[src/rtl/ldcc_ctl_pkg.sv]
package ldcc_ctl_pkg;

    // Sequencer states: idle, then one state per delay factor.
    typedef enum logic [1:0] {
        ST_IDLE = 2'd0,
        ST_DF0  = 2'd1,
        ST_DF1  = 2'd2,
        ST_DF2  = 2'd3
    } node_state_t;

    localparam int RATE_W   = 2;
    localparam int NUM_SYS  = 4;             // systematic lanes X0..X3
    localparam int NUM_LANE = NUM_SYS + 1;   // plus parity lane
    localparam int PHASE_W  = 3;             // position inside a code-bit group

    typedef logic [RATE_W-1:0] rate_t;

endpackage

[src/rtl/ldcc_wrap_counter.sv]
module ldcc_wrap_counter #(
    parameter int MODULUS = 3,
    parameter int W       = (MODULUS > 1) ? $clog2(MODULUS) : 1
) (
    input  logic         clk,
    input  logic         rst_n,
    input  logic         step,
    output logic [W-1:0] value
);

    localparam logic [W-1:0] LAST = W'(MODULUS - 1);

    always_ff @(posedge clk or negedge rst_n) begin
        if (!rst_n) begin
            value <= '0;
        end else if (step) begin
            value <= (value == LAST) ? '0 : value + 1'b1;
        end
    end

endmodule

[src/rtl/ldcc_lane_decode.sv]
module ldcc_lane_decode
    import ldcc_ctl_pkg::*;
(
    input  rate_t               rate,
    output logic [NUM_LANE-1:0] lane_en
);

    // Systematic lane i is needed when the rate code reaches i.
    for (genvar i = 0; i < NUM_SYS; i++) begin : g_sys
        assign lane_en[i] = (int'(rate) >= i);
    end

    assign lane_en[NUM_SYS] = 1'b1;

endmodule

[src/rtl/ldcc_node_fsm.sv]
module ldcc_node_fsm
    import ldcc_ctl_pkg::*;
(
    input  logic        clk,
    input  logic        rst_n,
    input  logic        data_valid,
    input  rate_t       code_rate,
    output rate_t       rate_q,
    output logic [1:0]  delay_idx,
    output logic        node_done,
    output logic        first_pass,
    output logic        mem_rd,
    output logic        mem_wr,
    output logic        overrun_err
);

    node_state_t        state_q, state_d;
    logic [PHASE_W-1:0] phase_q;
    rate_t              grp_rate;
    logic               accept, group_last, trigger;

    // Strobes are accepted only while idle.
    assign accept     = data_valid && (state_q == ST_IDLE);
    assign grp_rate   = (phase_q == '0) ? code_rate : rate_q;
    assign group_last = (phase_q == PHASE_W'(grp_rate) + PHASE_W'(1));
    assign trigger    = accept && group_last;

    // State register
    always_ff @(posedge clk or negedge rst_n) begin
        if (!rst_n) state_q <= ST_IDLE;
        else        state_q <= state_d;
    end

    // Transitions
    always_comb begin
        state_d = state_q;
        unique case (state_q)
            ST_IDLE: if (trigger) state_d = ST_DF0;
            ST_DF0:  state_d = ST_DF1;
            ST_DF1:  state_d = ST_DF2;
            ST_DF2:  state_d = ST_IDLE;
            default: state_d = ST_IDLE;
        endcase
    end

    // Outputs
    always_comb begin
        delay_idx  = 2'd0;
        node_done  = 1'b0;
        first_pass = 1'b0;
        mem_rd     = 1'b0;
        unique case (state_q)
            ST_IDLE: ;
            ST_DF0: begin
                first_pass = 1'b1;
                mem_rd     = 1'b1;
            end
            ST_DF1: begin
                delay_idx = 2'd1;
                mem_rd    = 1'b1;
            end
            ST_DF2: begin
                delay_idx = 2'd2;
                mem_rd    = 1'b1;
                node_done = 1'b1;
            end
            default: ;
        endcase
    end

    // Group position, rate latch, write strobe and overrun flag
    always_ff @(posedge clk or negedge rst_n) begin
        if (!rst_n) begin
            phase_q     <= '0;
            rate_q      <= '0;
            mem_wr      <= 1'b0;
            overrun_err <= 1'b0;
        end else begin
            mem_wr <= mem_rd;
            if (data_valid && (state_q != ST_IDLE)) overrun_err <= 1'b1;
            if (accept) begin
                if (phase_q == '0) rate_q <= code_rate;
                phase_q <= group_last ? '0 : phase_q + 1'b1;
            end
        end
    end

endmodule

[src/rtl/ldcc_proc_ctrl.sv]
module ldcc_proc_ctrl
    import ldcc_ctl_pkg::*;
#(
    parameter int MEM_DEPTH = 228,
    parameter int PERIOD    = 3,
    localparam int AW       = $clog2(MEM_DEPTH),
    localparam int PW       = $clog2(PERIOD)
) (
    input  logic          clk,
    input  logic          rst_n,
    input  logic          data_valid,
    input  logic [1:0]    code_rate,
    output logic [1:0]    delay_idx,
    output logic [PW-1:0] poly_idx,
    output logic [AW-1:0] mem_addr,
    output logic [4:0]    lane_en,
    output logic          first_pass,
    output logic          mem_rd,
    output logic          mem_wr,
    output logic          overrun_err
);

    rate_t rate_q;
    logic  node_done;

    ldcc_node_fsm u_fsm (
        .clk         (clk),
        .rst_n       (rst_n),
        .data_valid  (data_valid),
        .code_rate   (code_rate),
        .rate_q      (rate_q),
        .delay_idx   (delay_idx),
        .node_done   (node_done),
        .first_pass  (first_pass),
        .mem_rd      (mem_rd),
        .mem_wr      (mem_wr),
        .overrun_err (overrun_err)
    );

    ldcc_wrap_counter #(.MODULUS(PERIOD), .W(PW)) u_poly (
        .clk   (clk),
        .rst_n (rst_n),
        .step  (node_done),
        .value (poly_idx)
    );

    ldcc_wrap_counter #(.MODULUS(MEM_DEPTH), .W(AW)) u_addr (
        .clk   (clk),
        .rst_n (rst_n),
        .step  (node_done),
        .value (mem_addr)
    );

    ldcc_lane_decode u_lanes (
        .rate    (rate_q),
        .lane_en (lane_en)
    );

endmodule

[config.mk]
export PLATFORM = sky130hd
export DESIGN_NAME = ldcc_proc_ctrl
export DESIGN_NICKNAME = d
export VERILOG_FILES = /design/src/rtl/ldcc_ctl_pkg.sv /design/src/rtl/ldcc_wrap_counter.sv /design/src/rtl/ldcc_lane_decode.sv /design/src/rtl/ldcc_node_fsm.sv /design/src/rtl/ldcc_proc_ctrl.sv
export SDC_FILE = /design/constraint.sdc
export NUM_CORES = 1
export LEC_CHECK = 0
export ABC_AREA = 1
export CAP_MARGIN = 20
export CORE_MARGIN = 2
export CORE_UTILIZATION = 55
export CTS_BUF_LIST = sky130_fd_sc_hd__clkbuf_2 sky130_fd_sc_hd__clkbuf_4 sky130_fd_sc_hd__clkbuf_8
export DETAILED_ROUTE_END_ITERATION = 12
export GPL_TIMING_DRIVEN = 0
export PLACE_DENSITY = 0.95
export SLEW_MARGIN = 5
export SYNTH_ARGS = -nofsm -noshare
export SYNTH_HDL_FRONTEND = slang
export SYNTH_HIERARCHICAL = 1
export SYNTH_SLANG_ARGS = --single-unit
[constraint.sdc]
create_clock -name clk -period 3.34 [get_ports clk]
set_clock_uncertainty 0.15 [all_clocks]
set_input_delay 0.668 -clock clk [delete_from_list [all_inputs] [get_ports clk]]
set_output_delay 0.668 -clock clk [all_outputs]
set_load 0.005 [all_outputs]
# [Word-level counts from Yosys, hierarchy flattened]
# Cells that the tools add are included.
[totals] reg_bits=19 wordCells=38
[op_classes] add_sub_neg=4 n_lt_le_gt_ge=3 n_eq_ne=7 muxes=10 n_reduce_logical=7
[op_table] operator="$add A8 B1 Y8 const B" n=1
[op_table] operator="$eq A8 B8 Y1 const B" n=1
[op_table] operator="$mux W8" n=1
[op_table] operator="$pmux W2 S4" n=1
[op_table] operator="$eq A2 B2 Y1 const B" n=3
[op_table] operator="$mux W2" n=3
[op_table] operator="$ge A2 B2 Y1 const B" n=2
[op_table] operator="$pmux W2 S2" n=1
[op_table] operator="$add A2 B1 Y3 const B" n=1
[op_table] operator="$add A3 B1 Y3 const B" n=1
[op_table] operator="$eq A3 B3 Y1" n=1
[op_table] operator="$logic_and A1 B1 Y1" n=3
[op_table] operator="$logic_not A3 Y1" n=1
[op_table] operator="$mux W1" n=3
[op_table] operator="$mux W3" n=1
[op_table] operator="$reduce_or A3 Y1" n=1
[op_table] operator="$add A2 B1 Y2 const B" n=1
[op_table] operator="$eq A2 B1 Y1 const B" n=1
[op_table] operator="$ge A2 B1 Y1 const B" n=1
[op_table] operator="$logic_not A2 Y1" n=1
[op_table] operator="$ne A2 B1 Y1 const B" n=1
[op_table] operator="$reduce_bool A2 Y1" n=1

# [Longest topological paths before layout]
[depth] depth_word=7 ltp_mapped=12 depth_no_buf=12

# [Hierarchy]
# Netlist, hierarchy kept.
[modules_own_cells] mod="ldcc_node_fsm" n_inst=1 cells_per_inst=67 area_per_inst_um2=586.8 seq_area_each_um2=225.2
[modules_own_cells] mod="ldcc_wrap_counter (u_addr)" n_inst=1 cells_per_inst=60 area_per_inst_um2=432.9 seq_area_each_um2=200.2
[modules_own_cells] mod="ldcc_wrap_counter (u_poly)" n_inst=1 cells_per_inst=11 area_per_inst_um2=85.1 seq_area_each_um2=50.0
[modules_own_cells] mod="ldcc_lane_decode" n_inst=1 cells_per_inst=9 area_per_inst_um2=41.3 seq_area_each_um2=0.0

# [Worst setup path before layout]
# Ideal clock, no wire load.
[synth_path] kind="flip-flop to flip-flop" from="reg u_fsm.phase_q[0]" to="reg u_fsm.state_q[1]" setup_time_ns=0.116 arrival_ns=1.767 slack_ns=1.306 stages_incl_launch_ff=11 period_less_slack_ns=2.034 path_cell_list="dfrtp_1 inv_1 ha_1 nand2_4 a21oi_1 ha_1 xor2_1 nor2_1 nand3_2 nand3_1 nand2_1"
[synth_via] elab_chain_cells=6
[synth_lines] item="from (decl)" line="ldcc_node_fsm.sv:18" source="logic [PHASE_W-1:0] phase_q;"
[synth_lines] item="from (signal assigned)" line="ldcc_node_fsm.sv:83" source="phase_q <= group_last ? '0 : phase_q + 1'b1;"
[synth_lines] item="$logic_not A3 Y1" line="ldcc_node_fsm.sv:24" source="assign grp_rate = (phase_q == '0) ? code_rate : rate_q;"
[synth_lines] item="$mux W2" line="ldcc_node_fsm.sv:24"
[synth_lines] item="via u_fsm.grp_rate[1]" line="ldcc_node_fsm.sv:19" source="rate_t grp_rate;"
[synth_lines] item="$add A2 B1 Y3" line="ldcc_node_fsm.sv:25" source="assign group_last = (phase_q == PHASE_W'(grp_rate) + PHASE_W'(1));"
[synth_lines] item="$eq A3 B3 Y1" line="ldcc_node_fsm.sv:25"
[synth_lines] item="$logic_and A1 B1 Y1" line="ldcc_node_fsm.sv:26" source="assign trigger = accept && group_last;"
[synth_lines] item="$ne A2 B1 Y1 (no line)"
[synth_lines] item="to (signal assigned)" line="ldcc_node_fsm.sv:31" source="else state_q <= state_d;"
[synth_lines] item="to (decl)" line="ldcc_node_fsm.sv:17" source="node_state_t state_q, state_d;"
# The timed path passes the listed nets, and every way through them passes these cells.
# A chain may end at the register's enable or synchronous reset.

# [Worst setup path after layout]
[layout_path] from="reg u_fsm.state_q[1]" to="out delay_idx[1]"
[layout_via] elab_chain_cells=2 elab_cells_between_ends=3 classes_between="eq/ne (2); mux (1)"
[layout_lines] item="$eq A2 B2 Y1" line="ldcc_node_fsm.sv:52" source="unique case (state_q)"
[layout_lines] item="$pmux W2 S2 *" line="ldcc_node_fsm.sv:52"
[layout_lines] item="to (decl)" line="ldcc_proc_ctrl.sv:13" source="output logic [1:0] delay_idx,"
# Every way passes the cells marked *; elsewhere a longest branch is shown, timed or not.

==> results.json <==
{
  "hold_depth": 1,
  "power.density_nw_per_um2": 770,
  "drc_errors": 0,
  "grt_util_met3_pct": 6.36,
  "vdd_drop_max_mv": 0.531,
  "use_met2_pct": 37.8,
  "fin_crit_sh_pct": 76.9,
  "design.die.area_um2": 2470,
  "cp_max_fo": 10,
  "ys_ff_latch": 19,
  "p_leak_nw": 0.753,
  "synth-seq-area-share_pct": 41.5,
  "io_buffers": 23,
  "grt_pass1_wl_um": 3810,
  "die_x_um": 49.7,
  "status": "finished, final reports clean",
  "drt-wirelength-per-cell_um": 10.8,
  "min_path_type": "reg -> reg",
  "dp_hpwl_um": 1720,
  "cap_violations": 0,
  "detail_route.wirelength_um": 2180,
  "cts_setup_buffers": 0,
  "use_met1_pct": 22.9,
  "worstSkewPairLatency_ns": 0.30,
  "fin_crit_ns": 2.57,
  "drive_above_1_share_pct": 11.4,
  "grt_usage_pct": 20.4,
  "synth_top_area_share_pct": 41.5,
  "start_kind": "register",
  "syn_area_um2": 1150,
  "dr_total_vias": 974,
  "final.setup.tns_ns": 0,
  "ant_nets": 0,
  "setup_viol": 0,
  "start_util_pct": 58.4,
  "layout.nets": 190,
  "die_y_um": 49.7,
  "ctsRootBufferMaster": "clkbuf_4",
  "synth_cells": 147,
  "relSlewSlack_pct": 44.3,
  "viasPerCell": 4.82,
  "boundaryPins": 26,
  "cts_tree": "yes",
  "rows": 16,
  "grt_pass1_vias": 914,
  "dr.pass1.iters": 4,
  "synth_top_cell_by_area": "dfrtp_1",
  "maxSlewViolCount": 0,
  "rsz0062_at_grt": "no",
  "yosys.cell_types.count": 21,
  "fin_util_pct": 73.6,
  "yosysWarnings": 6,
  "synth_area_leaders": "dfrtp_1, nand2_1, ha_1",
  "cp.required_ns": 2.52,
  "ctsResizeCount": 0,
  "total_power_mw": 1.11,
  "endpoint_kind": "output port",
  "busiest_layer": "met2",
  "fmax_ghz": 0.390,
  "cts_buffers": 3,
  "critPathKind": "reg -> out",
  "antenna_cells": 0,
  "core_region_area_um2": 1960,
  "clkSinkCount": 19,
  "hold_viol_final": 0,
  "areaGrowthSynthToFinish_pct": 26.0,
  "antenna_found_initial": 0,
  "clk_pin_slew_ns": 0.10,
  "place_congestion": 0.844,
  "drt_iter0_markers": 11,
  "htreeDepth": 1,
  "cts_hold_buffers": 0,
  "grt_max_degree": 20,
  "arrival_ns": 1.75,
  "tightestPinTransition_ns": 0.833,
  "clock_path_buffers": 2,
  "overflow": 0,
  "worstRegToRegCells": 11,
  "postSynthAreaPerCell_um2": 7.80
}
[critical path: stages, from the launching register on]
cell             delay (ns)
dfrtp_1                0.42
ha_1                   0.38
buf_4                  0.17
clkdlybuf4s50_1        0.49
[registers in the layout, summed over array words and instances, names as in the netlist]
name               cells
u_addr/value           8
u_fsm/phase_q          3
u_fsm/state_q          2
u_fsm/mem_wr           1
u_fsm/rate_q           2
u_fsm/overrun_err      1
u_poly/value           2
[final cells by class]
class | instances | area (um^2)
multi-input cells | 98 | 546
fillers | 168 | 518
flip-flops and latches | 19 | 475
repair buffers | 23 | 230
inverters | 26 | 97.6
well taps | 27 | 33.8
plain buffers | 5 | 31.3
clock buffers | 4 | 30.0
[worst paths after layout]
kind | startpoint | to | slack, ns
max in group asynchronous | rst_n | u_fsm/phase_q[0] | 1.84
min in group asynchronous | rst_n | u_fsm/rate_q[0] | 0.68
min | u_fsm/overrun_err | u_fsm/overrun_err | 0.33
min reg2reg | u_fsm/overrun_err | u_fsm/overrun_err | 0.33
max reg2reg | u_fsm/phase_q[0] | u_fsm/state_q[1] | 1.13
max | u_fsm/state_q[1] | delay_idx[1] | 0.77
[logic make-up (layout without fill, tap and decap cells)]
| family | Yosys count | count (layout) | synth area share [%] |
|---|---|---|---|
| simple gates | 76 | 76 | 30.6 |
| buf+inv | 31 | 58 | 11.2 |
| fa+ha+maj | 9 | 9 | 9.83 |
| compound gates | 7 | 7 | 3.49 |
| xor+xnor | 4 | 4 | 3.06 |
| other cells | 1 | 2 | 0.327 |
| flops | 19 | 19 | 41.5 |
[cells in the final DEF (no fill, tap or decap)]
cell type | netlist | final
inv_1 | 25 | 25
clkdlybuf4s50_1 | 0 | 23
buf_2 | 1 | 1
clkbuf_4 | 0 | 4
nand3_2 | 4 | 4
nor2_2 | 3 | 3
clkbuf_1 | 1 | 1
nand2_1 | 41 | 41
dfrtp_1 | 19 | 19
ha_1 | 9 | 9
conb_1 | 1 | 2
nor3_1 | 1 | 1
buf_4 | 3 | 3
inv_2 | 1 | 1
o21ai_0 | 4 | 4
o211ai_1 | 1 | 1
xor2_1 | 4 | 4
a21oi_1 | 1 | 1
nand2_2 | 3 | 3
nand2_4 | 1 | 1
nand3_1 | 13 | 13
a21o_1 | 1 | 1
nor2_1 | 10 | 10
[Yosys cell counts (all sizes together)]
| cell type | instances |
|---|---|
| inv | 26 |
| clkbuf | 1 |
| nand3 | 17 |
| xor2 | 4 |
| conb | 1 |
| nand2 | 45 |
| a21o | 1 |
| dfrtp | 19 |
| o21ai | 4 |
| nor3 | 1 |
| a21oi | 1 |
| nor2 | 13 |
| ha | 9 |
| buf | 4 |
| o211ai | 1 |
[where the power goes]
part / switching (mW) / internal [mW] / total, mW
sequential: 0.0805 / 0.308 / 0.389
combinational: 0.306 / 0.293 / 0.599
clock: 0.0693 / 0.0547 / 0.124
[per-stage QoR]
step                      cells  instance area [um^2]  hold slack (ns)  worst slack [ns]
after global placement      198                  1410            0.292             0.921
after floorplan             148                  1150            0.222              1.31
after CTS                   202                  1440            0.336             0.760
final                       202                  1440            0.332             0.773
after global routing        202                  1440            0.349             0.655
after detailed placement    198                  1410            0.296             0.879
[per-layer routing]
layer,vias up,share of wire [%]
li1,499,-
met1,444,42
met2,27,52
met3,4,5.1
met4,0,1.1
met5,-,0
(Power assumes the default switching activity.)
